### src/rtl/dac_pair_pkg.sv
package dac_pair_pkg;
  localparam int CODE_W = 12;
  localparam int BUS_W  = 8;
  localparam int NUM_CH = 2;
  localparam int HI_W   = CODE_W - BUS_W;

  typedef struct packed {
    logic [NUM_CH-1:0] wrLo;
    logic [NUM_CH-1:0] wrHi;
    logic              load;
  } strobe_t;
endpackage

### src/rtl/dac_pair_ctrl.sv
module dac_pair_ctrl
  import dac_pair_pkg::*;
#(
  parameter int STAGES = 2
) (
  input  logic             clk,
  input  logic             rstN,
  input  logic             csN,
  input  logic             wrN,
  input  logic             ldN,
  input  logic [1:0]       addr,
  input  logic [BUS_W-1:0] busData,
  output strobe_t          strb,
  output logic [BUS_W-1:0] dataQ
);
  localparam int VW = 3 + 2 + BUS_W;
  localparam logic [VW-1:0] RST_VAL = {3'b111, {(2 + BUS_W){1'b0}}};

  logic [VW-1:0] pipe [STAGES];
  logic [VW-1:0] rawIn;
  assign rawIn = {csN, wrN, ldN, addr, busData};

  genvar s;
  generate
    for (s = 0; s < STAGES; s++) begin : g_sync
      always_ff @(posedge clk or negedge rstN) begin
        if (!rstN) pipe[s] <= RST_VAL;
        else if (s == 0) pipe[s] <= rawIn;
        else pipe[s] <= pipe[(s == 0) ? 0 : s - 1];
      end
    end
  endgenerate

  logic       csQ, wrQ, ldQ;
  logic [1:0] addrQ;
  logic       wrAct;
  assign {csQ, wrQ, ldQ, addrQ, dataQ} = pipe[STAGES-1];
  assign wrAct = !csQ && !wrQ;

  genvar c;
  generate
    for (c = 0; c < NUM_CH; c++) begin : g_dec
      assign strb.wrLo[c] = wrAct && (addrQ[1] == c[0]) && !addrQ[0];
      assign strb.wrHi[c] = wrAct && (addrQ[1] == c[0]) &&  addrQ[0];
    end
  endgenerate
  assign strb.load = !ldQ;


  wr_onehot_chk: assert property (@(posedge clk) disable iff (!rstN)
    $onehot0({strb.wrLo, strb.wrHi}));


  cs_block_chk: assert property (@(posedge clk) disable iff (!rstN)
    csQ |-> ({strb.wrLo, strb.wrHi} == '0));
endmodule

### src/rtl/dac_pair_data.sv
module dac_pair_data
  import dac_pair_pkg::*;
(
  input  logic              clk,
  input  logic              rstN,
  input  strobe_t           strb,
  input  logic [BUS_W-1:0]  dataQ,
  output logic [CODE_W-1:0] codes [NUM_CH]
);
  logic [CODE_W-1:0] stage [NUM_CH];

  genvar c;
  generate
    for (c = 0; c < NUM_CH; c++) begin : g_ch
      always_ff @(posedge clk or negedge rstN) begin
        if (!rstN) begin
          stage[c] <= '0;
        end else if (strb.wrLo[c]) begin
          stage[c][BUS_W-1:0] <= dataQ;
        end else if (strb.wrHi[c]) begin
          stage[c][CODE_W-1:BUS_W] <= dataQ[HI_W-1:0];
        end
      end

      always_ff @(posedge clk or negedge rstN) begin
        if (!rstN) codes[c] <= '0;
        else if (strb.load) codes[c] <= stage[c];
      end


      out_hold_chk: assert property (@(posedge clk) disable iff (!rstN)
        !strb.load |=> $stable(codes[c]));


      stage_idle_chk: assert property (@(posedge clk) disable iff (!rstN)
        !(strb.wrLo[c] || strb.wrHi[c]) |=> $stable(stage[c]));


      hi_keep_low_chk: assert property (@(posedge clk) disable iff (!rstN)
        strb.wrHi[c] |=> $stable(stage[c][BUS_W-1:0]));


      lo_keep_high_chk: assert property (@(posedge clk) disable iff (!rstN)
        strb.wrLo[c] |=> $stable(stage[c][CODE_W-1:BUS_W]));
    end
  endgenerate
endmodule

### src/rtl/dac_pair_loader.sv
module dac_pair_loader
  import dac_pair_pkg::*;
(
  input  logic              clk,
  input  logic              rstN,
  input  logic              csN,
  input  logic              wrN,
  input  logic              ldN,
  input  logic [1:0]        addr,
  input  logic [BUS_W-1:0]  busData,
  output logic [CODE_W-1:0] codeA,
  output logic [CODE_W-1:0] codeB
);
  strobe_t           strb;
  logic [BUS_W-1:0]  dataQ;
  logic [CODE_W-1:0] codes [NUM_CH];

  dac_pair_ctrl #(.STAGES(2)) u_ctrl (
    .clk(clk), .rstN(rstN), .csN(csN), .wrN(wrN), .ldN(ldN),
    .addr(addr), .busData(busData), .strb(strb), .dataQ(dataQ)
  );

  dac_pair_data u_data (
    .clk(clk), .rstN(rstN), .strb(strb), .dataQ(dataQ), .codes(codes)
  );

  assign codeA = codes[0];
  assign codeB = codes[1];
endmodule

### config.mk
export PLATFORM = sky130hd
export DESIGN_NAME = dac_pair_loader
export DESIGN_NICKNAME = d
export VERILOG_FILES = /design/src/rtl/dac_pair_pkg.sv /design/src/rtl/dac_pair_ctrl.sv /design/src/rtl/dac_pair_data.sv /design/src/rtl/dac_pair_loader.sv
export SDC_FILE = /design/constraint.sdc
export NUM_CORES = 1
export LEC_CHECK = 0
export ABC_AREA = 0
export ABC_CLOCK_PERIOD_IN_PS = 2600
export BUFFER_PORTS_ARGS = -buffer_cell sky130_fd_sc_hd__buf_2
export CAP_MARGIN = 10
export CORE_MARGIN = 2
export CORE_UTILIZATION = 30
export DETAILED_ROUTE_END_ITERATION = 10
export GPL_TIMING_DRIVEN = 0
export PLACE_DENSITY = 0.45
export SLEW_MARGIN = 15
export SYNTH_ARGS = -nofsm -noshare
export SYNTH_HDL_FRONTEND = slang
export SYNTH_SLANG_ARGS = --single-unit
### constraint.sdc
create_clock -name clk -period 2.6 [get_ports clk]
set_input_delay 0.26 -clock clk [delete_from_list [all_inputs] [get_ports clk]]
set_output_delay 0.26 -clock clk [all_outputs]
set_load 0.01 [all_outputs]
**After elaboration in Yosys (flattened, before gate mapping)**

Cells that the tools add are included.

- Register bits after elaboration: 74
- Bits of input ports: 15

- Reduce and logical (&&, ||, !) cells: 12
- Bitwise operators: 3

Operators with widths:

| operator | count |
|---|---|
| $logic_and A1 B1 Y1 | 7 |
| $reduce_and A2 Y1 | 2 |
| $logic_not A1 Y1 | 3 |
| $not A1 Y1 | 3 |

**Logic depth before layout (Yosys ltp)**

- Word-level depth: 6
- Depth in mapped cells: 3
- Mapped depth without buffers: 2

**Hierarchy**

From an unflattened synthesis, not the netlist that was laid out.

- Cells, all modules: 142
- Area total of the unflattened synthesis: 2621.3 µm²

By module, submodules not included:

| module | sequential area each (µm²) | cells an instance | area each (µm²) | instances |
|---|---|---|---|---|
| dac_pair_data | 1201.2 | 103 | 1863.0 | 1 |
| dac_pair_ctrl | 658.1 | 39 | 758.2 | 1 |

**Worst setup path before layout**

OpenSTA, ideal clock, no wires.

- Path type: reg-to-reg
- Start: register u_ctrl.pipe (netlist bit u_ctrl.addrQ[0])
- End: register u_data.stage[0] (netlist bit)
- Data arrival time: 1287 ps
- Cell stages (with the launch flop): 3
- Required time: 2475 ps
- Buffers on the path: 0
- Path slack: 1188 ps
- Cells stage by stage: dfrtp_1 > nor4b_4 > mux2_2

- Longest elaborated chain between the ends: 2

RTL lines:

| element | RTL line | source |
|---|---|---|
| from (decl) | dac_pair_ctrl.sv:19 | `logic [VW-1:0] pipe [STAGES];` |
| from (signal, indexed assignment) | dac_pair_ctrl.sv:28 | `else if (s == 0) pipe[s] <= rawIn;` |
| from (signal, indexed assignment) | dac_pair_ctrl.sv:29 | `else pipe[s] <= pipe[(s == 0) ? 0 : s - 1];` |
| $logic_not A1 Y1 | dac_pair_ctrl.sv:43 | `assign strb.wrLo[c] = wrAct && (addrQ[1] == c[0]) && !addrQ[0];` |
| $logic_and A1 B1 Y1 | dac_pair_ctrl.sv:43 |  |
| to (signal, indexed assignment) | dac_pair_data.sv:19 | `stage[c][BUS_W-1:0] <= dataQ;` |
| to (signal, indexed assignment) | dac_pair_data.sv:21 | `stage[c][CODE_W-1:BUS_W] <= dataQ[HI_W-1:0];` |
| to (decl) | dac_pair_data.sv:10 | `logic [CODE_W-1:0] stage [NUM_CH];` |

No other way between the ends.
A chain may end at the register's enable or synchronous reset.

**Final worst setup path**

- Start: register u_ctrl.pipe (netlist bit u_ctrl.addrQ[0])
- End: register u_data.stage[2] (netlist bit)

Same word-level chain as after synthesis.

==> key figures <==
Final layout
  • Final nets: 195
  • Most common cell after layout, fill and taps aside: dfrtp_1
  • Design Area, Final: 3063 um2
  • Post-layout util: 37.66%
  • Layout Cells excl Fill: 290
  • Layout cells sized above 1: 62.16%
  • Most frequent cells in the layout: 68 x dfrtp_1, 48 x mux2_2, 39 x buf_2, 12 x clkbuf_8, 6 x dfstp_2
  • Antenna fix cells: 0
  • Layout overhead on the synthesized area: 22.77%

Critical path
  • Crit Path Class: reg2reg
  • Worst r2r src: u_ctrl.addrQ[0]
  • CP endpoint kind: flip-flop
  • Arrival @ worst endpoint: 1.92 ns
  • Required @ worst endpoint: 2.82 ns
  • Critical-path maximum fanout: 8
  • FF-to-FF End: u_data.stage[2]
  • CP startpoint kind: flip-flop
  • R2R Setup Slk: 0.90 ns
  • R2r worst-path depth: 2

STA
  • Setup ws final: 0.8977 ns
  • Fin Setup TNS: 0 ns
  • Max Freq: 587.4 MHz
  • Tightest Pin Transition: 0.7319 ns
  • Final worst path period share: 65.47%
  • Fin. Hold Viols: 0
  • Slew Limit Fails: 0
  • RSZ-0062 raised after global routing: no
  • Fin Hold WS: 0.02289 ns
  • Min Tclk post-route: 1.702 ns
  • Final setup viols: 0
  • Layout Skew: 0.008991 ns
  • Normalized max-slew margin: 50.84%

Clocking
  • CTS Root Cell: clkbuf_8
  • TritonCTS clock tree: built
  • Clk buf depth: 2
  • Worst-skew pair later-pin latency: 0.34 ns
  • Clock Sinks: 74
  • TritonCTS buffer count: 9
  • H-tree Lvls: 3
  • Worst-path clk slew: 0.08 ns
  • CTS resizes: 0

Worst hold path
  • Min-delay worst type: in2reg
  • Hold Path Depth: 1
  • Worst Hold End: u_ctrl.pipe[13]
  • HP Start: busData[0]

Power and ir drop
  • Sequential group share of total power: 53.0%
  • Psw: 0.6595 mW
  • Clock share of power: 32.9%
  • Power consumption: 2.758 mW
  • Switching Share: 23.91%
  • Int Power: 2.099 mW
  • Comb power frac: 14.1%
  • Power per cell area: 900.5 nW/um2
  • Pleak: 1.377 nW
  • Peak VDD IR: 0.4342 mV

Place
  • Setup WS pre-CTS: 0.8357 ns
  • Placed cells: 273
  • Final HPWL DP: 2913 um
  • Final GP Congestion: 0.6565
  • Placed cell area: 2839 um2
  • Port Buf Inserts: 38

Run status
  • Outcome: finished, final reports clean

Routing
  • Vias per cell: 4.245
  • Final ANT Viol Nets: 0
  • Met3 wire len: 263 um
  • Total vias in the final route: 1,231
  • Top layer in use: met4
  • Initial DRC count: 28
  • Met1 WL: 1983 um
  • Mean routed wirelength per cell: 14.80 um
  • Final wirelength: 4292 um
  • Drt drc: 0
  • Metal2 WL: 1986 um
  • Initial DRT Pass Iterations: 4

Floorplan
  • Num rows: 33
  • Starting Density: 30.67%
  • Die area: 9062 um2
  • Core region area: 8134 um2
  • IO Count: 39
  • Die X: 95.20 um
  • Die height: 95.20 um

Global routing
  • Initial antenna violation count: 0
  • First-pass GRT wire length: 7051 um
  • Global-route usage over all layers: 10.84%
  • Largest net degree at the start of global routing: 40
  • Remaining Overflow, GRT: 0
  • Vias in the first global route: 1,357

Synth
  • Post-synthesis cell type with the largest combined area: dfrtp_1
  • Syn nets: 144
  • Seq cells post-synth: 74
  • Netlist cell types: 8
  • Yosys warning count: 0
  • Synth Area per Inst: 19.34 um2
  • Post-synth top area share: 68.20%
  • Gate count of the mapped netlist: 129
  • Post-Syn Area: 2495 um2
  • Seq/Total Area, Yosys: 74.52%
  • Synth top area cells: dfrtp_1 68%, mux2_2 22%, dfstp_2 6.3%

Flow run
  • Max-cap violation count: 0
[power by group through the flow]
| stage | Combinational (mW) | Sequential [mW] | Clock (mW) |
|---|---|---|---|
| detailed placement | 0.399 | 1.49 | 0 |
| finish | 0.389 | 1.46 | 0.908 |
| floorplan | 0.179 | 1.51 | 0 |
| CTS | 0.401 | 1.47 | 0.938 |
| global placement | 0.385 | 1.47 | 0 |
| global route | 0.428 | 1.49 | 0.995 |
[cells by family after synthesis]
group / synth area share, %
flops: 74.52
mux: 21.67
simple gates: 3.260
buf+inv: 0.5515
[area by class of cell]
| type | instances | area [um2] |
|---|---|---|
| plain buffers | 3 | 13.76 |
| multi-input cells | 52 | 621.8 |
| well taps | 105 | 131.4 |
| clock buffers | 12 | 165.2 |
| flip-flops and latches | 74 | 1859 |
| repair buffers | 40 | 222.7 |
| fillers | 768 | 5071 |
| clock inverters | 4 | 48.80 |
[how the worst max path moves through the flow]
| stage | startpoint | endpoint | slack (ns) |
|---|---|---|---|
| 3_5_place_dp | u_ctrl.addrQ[0] | u_data.stage[1] | 0.84 |
| 5_1_grt | u_ctrl.addrQ[0] | u_data.stage[4] | 0.76 |
| 6_report | u_ctrl.addrQ[0] | u_data.stage[2] | 0.90 |
| 3_3_place_gp | u_ctrl.addrQ[0] | u_data.stage[4] | 0.86 |
| 4_1_cts | u_ctrl.addrQ[0] | u_data.stage[1] | 0.83 |
| 2_1_floorplan | u_ctrl.addrQ[0] | u_data.stage[0] | 1.19 |
[routing by layer]
layer	global-route usage, %	up-vias
met1	13.97	637
met2	16.20	33
met3	4.980	8
met5	0	-
met4	3.623	0
li1	-	553
[worst max-delay path, stage by stage, from the launching register on]
cell and delay [ns]:
dfrtp_1 0.47, nor4b_4 0.72, mux2_2 0.41
[Yosys cell counts]
| master | instances |
|---|---|
| nor4_4 | 1 |
| dfstp_2 | 6 |
| dfrtp_1 | 68 |
| clkbuf_1 | 1 |
| nor4b_4 | 2 |
| mux2_2 | 48 |
| buf_2 | 2 |
| and4bb_2 | 1 |
[registers in the layout, indices dropped and copies added, names as in the netlist]
signal and cells:
u_ctrl.addrQ 2, u_ctrl.dataQ 8, u_data.codes 24, u_data.stage 24, u_ctrl.ldQ 1, u_ctrl.csQ 1
u_ctrl.pipe 14
[repair_timing]
action / CTS / global route
hold endpoints to repair: 29 / 0
hold buffers: 1 / 0
setup buffers: 0 / 0
(Power assumes the default switching activity.)
